## src/rtl/pxr_pkg.sv

```systemverilog
package pxr_pkg;
    parameter int MODE_W  = 2;
    parameter int CLASS_W = 3;

    typedef enum logic [MODE_W-1:0] {
        MD_OFF    = 2'b00,
        MD_DELEG  = 2'b01,
        MD_TARGET = 2'b10,
        MD_ALL    = 2'b11
    } mode_e;

    typedef enum logic [CLASS_W-1:0] {
        EV_MGMT  = 3'd0,
        EV_S1    = 3'd1,
        EV_S2    = 3'd2,
        EV_EXTAB = 3'd3,
        EV_PTAB  = 3'd4,
        EV_PCHK  = 3'd5,
        EV_RSV6  = 3'd6,
        EV_RSV7  = 3'd7
    } evt_e;

    typedef struct packed {
        mode_e mode;
        logic  rec;
        logic  exc;
        logic  irq;
    } res_t;
endpackage

```

## src/rtl/pxr_mode_resolve.sv

```systemverilog
module pxr_mode_resolve
    import pxr_pkg::*;
(
    input  logic [MODE_W-1:0] cfg_mode,
    input  logic [MODE_W-1:0] l3_mode,
    input  logic              hyp_present,
    input  logic              sec_ns,
    input  logic              sec_l2en,
    output mode_e             eff
);
    logic no_hyp;

    always_comb begin
        no_hyp = !hyp_present || ({sec_ns, sec_l2en} == 2'b00);
        if (mode_e'(l3_mode) == MD_OFF) begin
            eff = MD_OFF;                 // transition L3_OFF
        end else if (no_hyp) begin
            eff = MD_DELEG;               // transition NO_HYP
        end else begin
            eff = mode_e'(cfg_mode);      // transition PASS
        end
    end
endmodule

```

## src/rtl/pxr_rec_filter.sv

```systemverilog
module pxr_rec_filter
    import pxr_pkg::*;
(
    input  mode_e              mode,
    input  logic               owner_l2,
    input  logic               evt_valid,
    input  logic [CLASS_W-1:0] evt_class,
    input  logic               abort_route,
    input  logic               prot_route,
    input  logic               l3_divert,
    output logic               rec
);
    logic target_hit;
    logic sel;

    always_comb begin
        unique case (evt_e'(evt_class))
            EV_S1:            target_hit = owner_l2;
            EV_S2, EV_PCHK:   target_hit = 1'b1;
            EV_EXTAB:         target_hit = owner_l2 | abort_route;
            EV_PTAB:          target_hit = owner_l2 | prot_route;
            default:          target_hit = 1'b0;
        endcase
    end

    always_comb begin
        unique case (mode)
            MD_OFF, MD_DELEG: sel = 1'b0;
            MD_TARGET:        sel = target_hit;
            MD_ALL:           sel = 1'b1;
            default:          sel = 1'b0;
        endcase
        rec = evt_valid & sel & ~l3_divert;
    end
endmodule

```

## src/rtl/pxr_exc_gate.sv

```systemverilog
module pxr_exc_gate
    import pxr_pkg::*;
(
    input  mode_e mode,
    input  logic  gen_trap,
    input  logic  svc_l2,
    input  logic  svc_l1,
    input  logic  kern_en,
    input  logic  pm_bit,
    output logic  exc,
    output logic  irq
);
    logic unmasked;
    logic route;

    always_comb begin
        unmasked = kern_en & ~pm_bit;
        unique case (mode)
            MD_OFF: begin
                route = 1'b0;
                irq   = svc_l1;
            end
            MD_DELEG: begin
                route = gen_trap;
                irq   = 1'b0;
            end
            MD_TARGET, MD_ALL: begin
                route = 1'b1;
                irq   = 1'b0;
            end
            default: begin
                route = 1'b0;
                irq   = 1'b0;
            end
        endcase
        exc = route & svc_l2 & unmasked;
    end
endmodule

```

## src/rtl/pxr_resolver.sv

```systemverilog
module pxr_resolver
    import pxr_pkg::*;
#(
    parameter bit PIPE = 1'b1
) (
    input  logic               clk,
    input  logic               rst_n,
    input  logic [MODE_W-1:0]  cfg_mode,
    input  logic [MODE_W-1:0]  l3_mode,
    input  logic               l3_divert,
    input  logic               hyp_present,
    input  logic               sec_ns,
    input  logic               sec_l2en,
    input  logic               owner_l2,
    input  logic               evt_valid,
    input  logic [CLASS_W-1:0] evt_class,
    input  logic               abort_route,
    input  logic               prot_route,
    input  logic               gen_trap,
    input  logic               svc_l2,
    input  logic               svc_l1,
    input  logic               kern_en,
    input  logic               pm_bit,
    output logic [MODE_W-1:0]  eff_mode,
    output logic               rec_l2,
    output logic               exc_req,
    output logic               irq_l1
);
    mode_e eff_d;
    logic  rec_d;
    logic  exc_d;
    logic  irq_d;
    res_t  res_d;
    res_t  res_q;

    pxr_mode_resolve u_mode (
        .cfg_mode    (cfg_mode),
        .l3_mode     (l3_mode),
        .hyp_present (hyp_present),
        .sec_ns      (sec_ns),
        .sec_l2en    (sec_l2en),
        .eff         (eff_d)
    );

    pxr_rec_filter u_rec (
        .mode        (eff_d),
        .owner_l2    (owner_l2),
        .evt_valid   (evt_valid),
        .evt_class   (evt_class),
        .abort_route (abort_route),
        .prot_route  (prot_route),
        .l3_divert   (l3_divert),
        .rec         (rec_d)
    );

    pxr_exc_gate u_exc (
        .mode     (eff_d),
        .gen_trap (gen_trap),
        .svc_l2   (svc_l2),
        .svc_l1   (svc_l1),
        .kern_en  (kern_en),
        .pm_bit   (pm_bit),
        .exc      (exc_d),
        .irq      (irq_d)
    );

    always_comb begin
        res_d.mode = eff_d;
        res_d.rec  = rec_d;
        res_d.exc  = exc_d;
        res_d.irq  = irq_d;
    end

    generate
        if (PIPE) begin : g_pipe
            always_ff @(posedge clk or negedge rst_n) begin
                if (!rst_n) begin
                    res_q <= '0;
                end else begin
                    res_q <= res_d;
                end
            end


            a_r1_l3_off_forces_off: assert property (@(posedge clk) disable iff (!rst_n)
                (l3_mode == 2'b00) |=> (eff_mode == 2'b00));

            a_r2_no_hyp_delegates: assert property (@(posedge clk) disable iff (!rst_n)
                ((l3_mode != 2'b00) && (!hyp_present || (!sec_ns && !sec_l2en)))
                |=> (eff_mode == 2'b01));

            a_r3_pass_through: assert property (@(posedge clk) disable iff (!rst_n)
                ((l3_mode != 2'b00) && hyp_present && (sec_ns || sec_l2en))
                |=> (eff_mode == $past(cfg_mode)));

            a_r7_no_event_no_record: assert property (@(posedge clk) disable iff (!rst_n)
                (!evt_valid || l3_divert) |=> !rec_l2);

            a_r8_kernel_mask: assert property (@(posedge clk) disable iff (!rst_n)
                !kern_en |=> !exc_req);
        end else begin : g_comb
            assign res_q = res_d;


            a_r1_l3_off_forces_off: assert property (@(posedge clk) disable iff (!rst_n)
                (l3_mode == 2'b00) |-> (eff_mode == 2'b00));

            a_r2_no_hyp_delegates: assert property (@(posedge clk) disable iff (!rst_n)
                ((l3_mode != 2'b00) && (!hyp_present || (!sec_ns && !sec_l2en)))
                |-> (eff_mode == 2'b01));

            a_r3_pass_through: assert property (@(posedge clk) disable iff (!rst_n)
                ((l3_mode != 2'b00) && hyp_present && (sec_ns || sec_l2en))
                |-> (eff_mode == cfg_mode));

            a_r7_no_event_no_record: assert property (@(posedge clk) disable iff (!rst_n)
                (!evt_valid || l3_divert) |-> !rec_l2);

            a_r8_kernel_mask: assert property (@(posedge clk) disable iff (!rst_n)
                !kern_en |-> !exc_req);
        end
    endgenerate

    assign eff_mode = res_q.mode;
    assign rec_l2   = res_q.rec;
    assign exc_req  = res_q.exc;
    assign irq_l1   = res_q.irq;

    // recording only in the two high modes
    a_r4_record_needs_high_mode: assert property (@(posedge clk) disable iff (!rst_n)
        rec_l2 |-> eff_mode[1]);
    // no exception request while OFF
    a_r9_no_exc_when_off: assert property (@(posedge clk) disable iff (!rst_n)
        exc_req |-> (eff_mode != 2'b00));
    // interrupt line only in OFF
    a_r10_irq_only_off: assert property (@(posedge clk) disable iff (!rst_n)
        irq_l1 |-> (eff_mode == 2'b00));
endmodule

```

## config.mk

```make
export PLATFORM = sky130hd
export DESIGN_NAME = pxr_resolver
export DESIGN_NICKNAME = d
export VERILOG_FILES = /design/src/rtl/pxr_pkg.sv /design/src/rtl/pxr_mode_resolve.sv /design/src/rtl/pxr_rec_filter.sv /design/src/rtl/pxr_exc_gate.sv /design/src/rtl/pxr_resolver.sv
export SDC_FILE = /design/constraint.sdc
export NUM_CORES = 1
export LEC_CHECK = 0
export ABC_AREA = 1
export BUFFER_PORTS_ARGS = -buffer_cell sky130_fd_sc_hd__clkbuf_2
export CAP_MARGIN = 40
export CORE_AREA = 2 2 39 41
export CTS_CLUSTER_SIZE = 12
export DETAILED_ROUTE_END_ITERATION = 8
export DIE_AREA = 0 0 41 43
export PLACE_DENSITY = 0.55
export SKIP_LAST_GASP = 1
export SLEW_MARGIN = 20
export SYNTH_ARGS = -nofsm -noshare
export SYNTH_HDL_FRONTEND = slang
export SYNTH_HIERARCHICAL = 1
export SYNTH_SLANG_ARGS = --single-unit
```

## constraint.sdc

```tcl
create_clock -name clk -period 0.9 [get_ports clk]
set_input_delay 0 -clock clk [delete_from_list [all_inputs] [get_ports clk]]
set_output_delay 0 -clock clk [all_outputs]
set_load 0.03 [all_outputs]
```

* Word level (Yosys, flattened, before mapping)
Index checks and enable logic that the tools add are counted.
Word-level totals: register bits 5, input bits 22, output and inout port bits 5, word-level logic and storage cells 36
Cells by class: equal/unequal tests 8, muxes and demuxes 6, bitwise logic cells 9, reduce and logical (&&, ||, !) cells 9
Operators with widths (count):
- $eq 3x2->1 const B | 2
- $eq 3x3->1 const B | 2
- $logic_not 2->1 | 3
- $pmux 1 s3 | 2
- $reduce_or 2->1 | 3
- $and 1x1->1 | 5
- $eq 2x2->1 const B | 2
- $mux 2 | 2
- $pmux 1 s4 | 1
- $eq 3x1->1 const B | 1
- $reduce_or 3->1 | 1
- $eq 2x1->1 const B | 1
- $not 1->1 | 2
- $or 1x1->1 | 2
- $pmux 1 s2 | 1
- $logic_not 1->1 | 1
- $logic_or 1x1->1 | 1

* Longest topological paths before layout
Gate-level depths: netlist (run 1).
depth in word-level cells 9, gate-level depth with buffers 7, gate-level depth less buffers 7

* Hierarchy
The synthesis (run 1) kept the hierarchy.
Modules (own cells, without submodules):
- pxr_resolver | instances 1, cells each 5, area an instance 125.1 sq um, sequential area each 125.1 sq um
- pxr_rec_filter | instances 1, cells each 14, area an instance 66.3 sq um, sequential area each 0.0 sq um
- pxr_mode_resolve | instances 1, cells each 11, area an instance 45.0 sq um, sequential area each 0.0 sq um
- pxr_exc_gate | instances 1, cells each 5, area an instance 30.0 sq um, sequential area each 0.0 sq um

* Worst setup path after synthesis (run 1)
OpenSTA, ideal clock, no wires.
path type input-to-reg, start point input port l3_mode[1], end point register res_q (netlist bit rec_l2), setup time 0.120 ns, arrival time 0.515 ns, data required time 0.780 ns, slack 0.265 ns, cell stages on the path 5, buffers on the path 0, cell sequence or2_1 -> nand2_1 -> inv_1 -> a21oi_2 -> a21oi_2
On the way: cells in the longest elaborated chain, start to end 7, elaborated cells between the ends (all ways) 10, classes of those cells eq/ne: 3; mux: 2; bitwise: 2; reduce/logical: 3
RTL lines:
- start: declaration | RTL line pxr_resolver.sv:9 | input logic [MODE_W-1:0] l3_mode,
- $logic_not 2->1 * | RTL line pxr_mode_resolve.sv:15 | if (mode_e'(l3_mode) == MD_OFF) begin
- $mux 2 * | RTL line pxr_mode_resolve.sv:15
- named net eff_d[0] | RTL line pxr_resolver.sv:29 | mode_e eff_d;
- $eq 2x1->1 / $logic_not 2->1 (equally long branches) | RTL line pxr_rec_filter.sv:27 | unique case (mode)
- $reduce_or 2->1 | RTL line pxr_rec_filter.sv:27
- $pmux 1 s3 * | RTL line pxr_rec_filter.sv:27
- $and 1x1->1 * (2 in series) | RTL line pxr_rec_filter.sv:33 | rec = evt_valid & sel & ~l3_divert;
- named net rec_d | RTL line pxr_resolver.sv:30 | logic rec_d;
- end signal: assignment | RTL line pxr_resolver.sv:80 | res_q <= res_d;
- end: declaration | RTL line pxr_resolver.sv:34 | res_t res_q;
The timed path passes the listed nets; every way through them passes the cells marked *.

* Final worst setup path (run 1)
start point register res_q (netlist bit eff_mode[0]), end point output port eff_mode[0]
RTL lines:
- end: declaration | RTL line pxr_resolver.sv:24 | output logic [MODE_W-1:0] eff_mode,
No word-level cell between the ends.

==> impl_metrics.env, run 1 <==
export IMPL_num_rows=14
export IMPL_finalSetupViolCount=0
export IMPL_fp_coreArea_um2=1380
export IMPL_antenna_found_initial=0
export IMPL_crit_slowest_cell="dfrtp_1"
export IMPL_p_sw_uw=160
export IMPL_p_leak_uw=0.000297
export IMPL_cts_max_path_buffers=2
export IMPL_max_freq_mhz=1290
export IMPL_route_met2_wl_um=305
export IMPL_ir_drop_uv=404
export IMPL_clock_sinks=5
export IMPL_antenna_cells=0
export IMPL_start_util=0.193
export IMPL_worstSetupStartpointType="flip-flop"
export IMPL_synth_nets=57
export IMPL_ys_ff_latch=5
export IMPL_clk_pin_slew_worst_paths_ns=0.04
export IMPL_grt_pass1_wl_mm=1.19
export IMPL_grt_max_degree=6
export IMPL_fin_nets=92
export IMPL_status="complete, no violations"
export IMPL_p_int_uw=473
export IMPL_routed_wl_um=647
export IMPL_p_seq_frac=0.377
export IMPL_route_met3_wl_um=63
export IMPL_timing_critical_path_buf_inv=1
export IMPL_cpLargestDelayFamily="flip-flops"
export IMPL_min_from="gen_trap"
export IMPL_setup_tns_ns=0
export IMPL_top_layer="met4"
export IMPL_root_buffer="clkbuf_4"
export IMPL_dr_pass1_iters=4
export IMPL_die_w_um=41
export IMPL_port_buffers=26
export IMPL_nFillCells=145
export IMPL_crit_chain="clkbuf_2"
export IMPL_yosysSeqAreaShare=0.469
export IMPL_fin_total_pwr_uw=633
export IMPL_critPathLaunch="eff_mode[0]$_DFF_PN0_"
export IMPL_layout_area_seq_um2=125
export IMPL_p_per_area_nw_per_um2=1310
export IMPL_dp_slack_ns=0.0655
export IMPL_yosysUniqueCellTypes=10
export IMPL_rsz0062_at_grt="false"
export IMPL_final_cells=85
export IMPL_worst_pin_slew_ns=0.304
export IMPL_dr_total_vias=322
export IMPL_timing_final_max_slew_violations=0
export IMPL_gr_total_overflow=0
export IMPL_swShare=0.253
export IMPL_viasPerCell=3.79
export IMPL_setup_ws_ns=0.126
export IMPL_post_drt_wl_per_cell_um=7.61
export IMPL_die_y_um=43
export IMPL_pin_count=27
export IMPL_crit_path_end_kind="output port"
export IMPL_netlist_instances=35
export IMPL_dpl_cell_area_um2=417
export IMPL_critPathMaxStageDelay_ns=0.36
export IMPL_drtIter0Drc=10
export IMPL_ys_warn_count=6
export IMPL_place_inst=77
export IMPL_layout_min_cycle_time_ns=0.774
export IMPL_crit_arrival_ns=0.77
export IMPL_cts_buffers=3
export IMPL_power_frac_comb=0.224
export IMPL_drtAntennaViolNets=0
export IMPL_hold_viol=0
export IMPL_synth_area_per_cell_um2=7.61
export IMPL_dieArea_um2=1760
export IMPL_gp_congestion=0.587
export IMPL_relSlewSlack=0.796
export IMPL_clkPwrFrac=0.398
export IMPL_finalCritPeriodShare=0.859
export IMPL_synth_area_um2=267
export IMPL_drcViolationCount=0
export IMPL_cts_tree="built"
export IMPL_synthToLayoutAreaGrowth_pct=81.2
export IMPL_final_cell_mix="clkbuf_2, nand2_1, inv_1"
export IMPL_fin_area_um2=483
export IMPL_hp_class="primary input to flip-flop"
export IMPL_crit_type="flip-flop to output port"
export IMPL_multi_input_area_um2=111
export IMPL_drive_above_1_share=0.464
export IMPL_track_usage=0.106
export IMPL_cts_setup_buffers=0
export IMPL_cts_htree_levels=1
export IMPL_hpwl_um=522
export IMPL_crit_fanout=1
export IMPL_required_ns=0.90
export IMPL_drv_cap=0
export IMPL_wl_met1_um=258
export IMPL_final_common_cell="clkbuf_2"
export IMPL_grt_pass1_vias=334
## kinds of logic after synthesis
group / Yosys count / synth area share
and+or+nand+nor: 19 / 0.333
buffers and inverters: 8 / 0.113
AOI/OAI and AO/OA: 3 / 0.0845
DFF: 5 / 0.469
## routing by layer
layer / vias to the layer above / global-route usage
met5: - / 0
met4: 0 / 0.140
met3: 2 / 0.0157
met2: 19 / 0.147
met1: 129 / 0.110
li1: 172 / -
## stage by stage
stage	hold WS, ns	utilization
final	0.00582	0.349
after global placement	-0.181	0.301
after CTS	0.000458	0.349
after floorplan	-0.296	-
after detailed placement	-0.182	0.301
after global routing	0.0151	0.349
## cell type report
type	instances	share of cell area
repair buffers	30	0.352
flip-flops and latches	5	0.259
multi-input cells	22	0.231
inverters	8	0.0622
clock buffers	4	0.0544
well taps	16	0.0415
## sequential cells by signal, summed over array words and instances, names as in the netlist
name / cells
eff_mode: 2
exc_req: 1
irq_l1: 1
rec_l2: 1
## synth_stat cells, drive strengths merged
cell     n  area (um2)
nand2   10        37.5
inv      8        30.0
dfrtp    5         125
nor2     4        15.0
a21oi    3        22.5
nand3    2        10.0
nand3b   1        7.51
nor3b    1        12.5
or2      1        6.26
## power by group through the flow
stage	combinational, uW	clock, uW	sequential [uW]
after global routing	163	290	239
after detailed placement	129	0	242
after CTS	143	267	239
after floorplan	42.4	0	264
after global placement	128	0	242
final	142	252	239
## worst min-delay path: cells and delay by family
family,cells,cell delay [ns]
buf+inv,1,0.07
simple gates,1,0.07
compound gates,1,0.05
## repair_timing
item,in CTS,in global routing
gates resized for setup,0,0
endpoints found under the setup margin,0,0
hold buffers,4,0
hold endpoints to repair,6,0
## final timing paths
path                                endpoint  slack, ns  depth (start not counted)
max                              eff_mode[0]       0.13                          1
max in group asynchronous   rec_l2$_DFF_PN0_       0.66                          2
min in group asynchronous  exc_req$_DFF_PN0_       0.11                          2
min                        exc_req$_DFF_PN0_      0.006                          3
Power figures use the tool's default switching activity.
==> run 2: changes to the inputs <==
--- a/config.mk
+++ b/config.mk
@@ -5,14 +5,13 @@
 export SDC_FILE = /design/constraint.sdc
 export NUM_CORES = 1
 export LEC_CHECK = 0
-export ABC_AREA = 1
 export BUFFER_PORTS_ARGS = -buffer_cell sky130_fd_sc_hd__clkbuf_2
 export CAP_MARGIN = 40
 export CORE_AREA = 2 2 39 41
 export CTS_CLUSTER_SIZE = 12
 export DETAILED_ROUTE_END_ITERATION = 8
 export DIE_AREA = 0 0 41 43
-export PLACE_DENSITY = 0.55
+export PLACE_DENSITY = 0.52
 export SKIP_LAST_GASP = 1
 export SLEW_MARGIN = 20
 export SYNTH_ARGS = -nofsm -noshare
==> impl_metrics.env, run 2 <==
export IMPL_synthMuxAreaShare=0
export IMPL_p_per_area_nw_per_um2=1320
export IMPL_synthToLayoutAreaGrowth_pct=111
export IMPL_cts_tree="built"
export IMPL_cts_setup_buffers=0
export IMPL_yosysUniqueCellTypes=14
export IMPL_num_rows=14
export IMPL_rsz0062_at_grt="false"
export IMPL_dieArea_um2=1760
export IMPL_synth_area_um2=229
export IMPL_synth_adder_area_share=0
export IMPL_crit_fanout=1
export IMPL_ys_top_cells_by_count="dfrtp_1, a31oi_1, inv_1, nand3b_1"
export IMPL_hp_class="primary input to flip-flop"
export IMPL_root_buffer="clkbuf_4"
export IMPL_synth_nets=43
export IMPL_post_drt_wl_per_cell_um=8.53
export IMPL_start_util=0.165
export IMPL_pin_count=27
export IMPL_synth_ff_type="dfrtp_1"
export IMPL_grt_pass1_wl_mm=1.05
export IMPL_p_leak_uw=0.000259
export IMPL_crit_arrival_ns=0.77
export IMPL_fin_nets=82
export IMPL_netlist_instances=21
export IMPL_worst_pin_slew_ns=0.256
export IMPL_final_cell_mix="clkbuf_2, dlygate4sd3_1, dfrtp_1"
export IMPL_yosys_top_cells_area="dfrtp_1, nand3b_1, a31oi_1, nor3_2, o22a_2"
export IMPL_viasPerCell=4.00
export IMPL_drcViolationCount=0
export IMPL_synth_top_family_by_area="compound AO/OA/AOI/OAI gates"
export IMPL_ys_ff_latch=5
export IMPL_die_w_um=41
export IMPL_postSynth_asyncResetShare=1.00
export IMPL_synth_top_cell_by_area="dfrtp_1"
export IMPL_crit_chain="clkbuf_2"
export IMPL_ir_drop_uv=453
export IMPL_dr_total_vias=300
export IMPL_max_freq_mhz=1290
export IMPL_final_common_cell="clkbuf_2"
export IMPL_drtAntennaViolNets=0
export IMPL_crit_path_end_kind="output port"
export IMPL_whs_path_depth=3
export IMPL_finalCritPeriodShare=0.860
export IMPL_cts_resized=0
export IMPL_critPathMaxStageDelay_ns=0.35
export IMPL_antenna_cells=0
export IMPL_timing_critical_path_buf_inv=1
export IMPL_hold_path_end="rec_l2$_DFF_PN0_"
export IMPL_synth_top_area_share=0.546
export IMPL_die_y_um=43
export IMPL_cts_max_path_buffers=2
export IMPL_setup_tns_ns=0
export IMPL_clk_pin_slew_worst_paths_ns=0.05
export IMPL_crit_cells=1
export IMPL_port_buffers=26
export IMPL_worstSetupStartpointType="flip-flop"
export IMPL_cts_htree_levels=1
export IMPL_grt_pass1_vias=299
export IMPL_layout_min_cycle_time_ns=0.774
export IMPL_gr_total_overflow=0
export IMPL_synth_xor_area_share=0
export IMPL_status="complete, no violations"
export IMPL_drv_cap=0
export IMPL_cpLargestDelayFamily="flip-flops"
export IMPL_timing_final_max_slew_violations=0
export IMPL_synth_compound_area_share=0.219
export IMPL_hold_viol=0
export IMPL_synth_edff_count=0
export IMPL_largest_reg_flops=2
export IMPL_hpwl_um=514
export IMPL_required_ns=0.90
export IMPL_drive_above_1_share=0.559
export IMPL_dr_pass1_iters=2
export IMPL_crit_type="flip-flop to output port"
export IMPL_grt_max_degree=6
export IMPL_yosys_area_share_simple=0.202
export IMPL_drtIter0Drc=4
export IMPL_clock_sinks=5
export IMPL_ys_warn_count=6
export IMPL_gp_congestion=0.595
export IMPL_routed_wl_um=640
export IMPL_whs_ns=0.0301
export IMPL_track_usage=0.0915
export IMPL_finalSetupViolCount=0
export IMPL_synth_most_common_cell="dfrtp_1"
export IMPL_min_from="owner_l2"
export IMPL_relSlewSlack=0.829
export IMPL_yosysSeqAreaShare=0.546
export IMPL_synth_area_per_cell_um2=10.9
export IMPL_nFillCells=146
export IMPL_fp_coreArea_um2=1380
export IMPL_crit_slowest_cell="dfrtp_1"
export IMPL_cts_buffers=3
export IMPL_antenna_found_initial=0
[run 2: cell types whose count changed in the layout (fill, tap and decap cells not counted), moves of 2 or more]
cell	change
nand3_1	-2
dlygate4sd3_1	+3
nor2_1	-3
a21oi_2	-2
a31oi_1	+2
inv_1	-6
nand2_1	-9
[run 2: final cells by class]
class | count | area [um2] | area share
clock buffer | 4 | 26.3 | 0.0544
timing repair buffer | 34 | 208 | 0.430
sequential | 5 | 125 | 0.259
inverter | 2 | 7.51 | 0.0155
multi-input combinational | 14 | 96.3 | 0.199
tap | 16 | 20.0 | 0.0415
[run 2: tightest hold or removal path: stages]
cell      delay [ns]
clkbuf_2        0.09
nand3b_1        0.07
a31oi_1         0.07
[run 2: logic make-up (layout without fill, tap and decap cells)]
family | Yosys count | count (layout)
AO/OA/AOI/OAI | 7 | 7
AND/OR/NAND/NOR | 7 | 7
flip-flops | 5 | 5
buffers and inverters | 2 | 40
[run 2: worst max-delay path by stage]
stage                     startpoint          endpoint  slack [ns]
finish              rec_l2$_DFF_PN0_            rec_l2        0.13
detailed placement        prot_route  rec_l2$_DFF_PN0_        0.08
floorplan                 prot_route  rec_l2$_DFF_PN0_        0.19
global route        rec_l2$_DFF_PN0_            rec_l2        0.09
CTS                 rec_l2$_DFF_PN0_            rec_l2        0.12
global placement          prot_route  rec_l2$_DFF_PN0_        0.09
[run 2: routing by layer]
layer / wire length (um) / global-route usage / up-vias
li1: - / - / 153
met1: 298 / 0.110 / 123
met2: 262 / 0.122 / 24
met3: 80 / 0.0314 / 0
met4: 0 / 0.0800 / 0
met5: 0 / 0 / -
[run 2: what timing repair did]
action | 4_1_cts | 5_1_grt
endpoints found under the hold margin | 8 | 0
hold buffers | 7 | 0
endpoints found under the setup margin | 0 | 0
[run 2: stage by stage]
stage                     total power [uW]   util  worst slack (ns)  cell area [um2]  std cells
after floorplan                        294      -             0.186              229         21
after global placement                 363  0.279            0.0905              387         64
after CTS                              652  0.349             0.117              483         75
final                                  639  0.349             0.126              483         75
after global routing                   690  0.349            0.0914              483         75
after detailed placement               365  0.279            0.0817              387         64
[run 2: report_power, final]
| group | switching, uW | leakage (uW) | internal [uW] | total, uW |
|---|---|---|---|---|
| logic | 66.2 | 0.000179 | 78.1 | 144 |
| registers | 2.80 | 0.0000653 | 236 | 239 |
| clock network | 88.7 | 0.0000150 | 167 | 256 |
| total | 158 | 0.000259 | 482 | 639 |
==> run 3: changes to the inputs <==
--- a/config.mk
+++ b/config.mk
@@ -7,11 +7,13 @@
 export LEC_CHECK = 0
 export BUFFER_PORTS_ARGS = -buffer_cell sky130_fd_sc_hd__clkbuf_2
 export CAP_MARGIN = 40
+export CELL_PAD_IN_SITES_DETAIL_PLACEMENT = 0
+export CELL_PAD_IN_SITES_GLOBAL_PLACEMENT = 1
 export CORE_AREA = 2 2 39 41
 export CTS_CLUSTER_SIZE = 12
 export DETAILED_ROUTE_END_ITERATION = 8
 export DIE_AREA = 0 0 41 43
-export PLACE_DENSITY = 0.52
+export PLACE_DENSITY = 0.71
 export SKIP_LAST_GASP = 1
 export SLEW_MARGIN = 20
 export SYNTH_ARGS = -nofsm -noshare
==> impl_metrics.env, run 3 (synthesis results as in run 2) <==
export IMPL_worst_pin_slew_ns=0.234
export IMPL_largest_reg_flops=2
export IMPL_finalCritPeriodShare=0.851
export IMPL_final_cell_mix="clkbuf_2, dfrtp_1, dlygate4sd3_1"
export IMPL_crit_type="flip-flop to output port"
export IMPL_required_ns=0.90
export IMPL_dieArea_um2=1760
export IMPL_drcViolationCount=0
export IMPL_crit_path_end_kind="output port"
export IMPL_synthToLayoutAreaGrowth_pct=97.8
export IMPL_timing_critical_path_buf_inv=1
export IMPL_crit_chain="clkbuf_2"
export IMPL_layout_area_seq_um2=125
export IMPL_hpwl_um=513
export IMPL_cts_buffers=3
export IMPL_die_w_um=41
export IMPL_drtAntennaViolNets=0
export IMPL_port_buffers=26
export IMPL_multi_input_area_um2=96.3
export IMPL_cts_max_path_buffers=2
export IMPL_drive_above_1_share=0.589
export IMPL_layout_min_cycle_time_ns=0.766
export IMPL_start_util=0.165
export IMPL_crit_arrival_ns=0.77
export IMPL_grt_pass1_wl_um=910
export IMPL_clk_pin_slew_worst_paths_ns=0.04
export IMPL_p_leak_uw=0.000247
export IMPL_gr_total_overflow=0
export IMPL_nFillCells=148
export IMPL_max_freq_mhz=1310
export IMPL_cpLargestDelayFamily="flip-flops"
export IMPL_hold_viol=0
export IMPL_pin_count=27
export IMPL_clock_sinks=5
export IMPL_relSlewSlack=0.844
export IMPL_cts_htree_levels=1
export IMPL_timing_final_max_slew_violations=0
export IMPL_dr_total_vias=289
export IMPL_root_buffer="clkbuf_4"
export IMPL_setup_tns_ns=0
export IMPL_status="complete, no violations"
export IMPL_hp_class="primary input to flip-flop"
export IMPL_routed_wl_um=608
export IMPL_drtIter0Drc=0
export IMPL_track_usage=0.0805
export IMPL_final_common_cell="clkbuf_2"
export IMPL_ir_drop_uv=270
export IMPL_cts_setup_buffers=0
export IMPL_cts_resized=0
export IMPL_gp_congestion=0.579
export IMPL_finalSetupViolCount=0
export IMPL_fin_nets=79
export IMPL_grt_pass1_vias=250
export IMPL_critPathMaxStageDelay_ns=0.35
export IMPL_drv_cap=0
export IMPL_dr_pass1_iters=1
export IMPL_p_per_area_nw_per_um2=1370
export IMPL_post_drt_wl_per_cell_um=8.44
export IMPL_viasPerCell=4.01
export IMPL_rsz0062_at_grt="false"
export IMPL_antenna_found_initial=0
export IMPL_ctsHoldBuffers=4
export IMPL_fin_total_pwr_uw=622
export IMPL_cts_tree="built"
export IMPL_num_rows=14
export IMPL_worstSetupStartpointType="flip-flop"
export IMPL_crit_fanout=1
export IMPL_fp_coreArea_um2=1380
export IMPL_grt_max_degree=6
export IMPL_crit_slowest_cell="dfrtp_1"
export IMPL_die_y_um=43
export IMPL_antenna_cells=0
export IMPL_whs_ns=0.00262
-- run 3: per-stage QoR --
step	utilization	worst slack, ns	cell area (um2)	std cells
floorplan	-	0.186	229	21
global placement	0.279	0.0925	387	64
detailed placement	0.279	0.0821	387	64
CTS	0.327	0.122	453	72
global route	0.327	0.102	453	72
finish	0.327	0.134	453	72
-- run 3: layer usage --
layer | global-route usage | vias up | share of wire
li1 | - | 148 | -
met1 | 0.0680 | 124 | 0.34
met2 | 0.138 | 15 | 0.52
met3 | 0.0157 | 2 | 0.12
met4 | 0.0800 | 0 | 0.015
met5 | 0 | - | 0
-- run 3: layout make-up --
cell class	count	share of cell area
Timing Repair Buffer	31	0.392
Sequential cell	5	0.276
Multi-Input combinational cell	14	0.213
Clock buffer	4	0.0580
Tap cell	16	0.0442
Inverter	2	0.0166
-- run 3: final timing paths --
| kind | from | to | depth (start not counted) |
|---|---|---|---|
| max in group asynchronous | rst_n | exc_req$_DFF_PN0_ | 2 |
| min in group asynchronous | rst_n | eff_mode[0]$_DFF_PN0_ | 2 |
| max | irq_l1$_DFF_PN0_ | irq_l1 | 1 |
| min | evt_valid | rec_l2$_DFF_PN0_ | 3 |
-- run 3: power breakdown --
part	switching (uW)	internal, uW
clock network	82.7	167
registers	2.61	236
logic	64.4	69.7
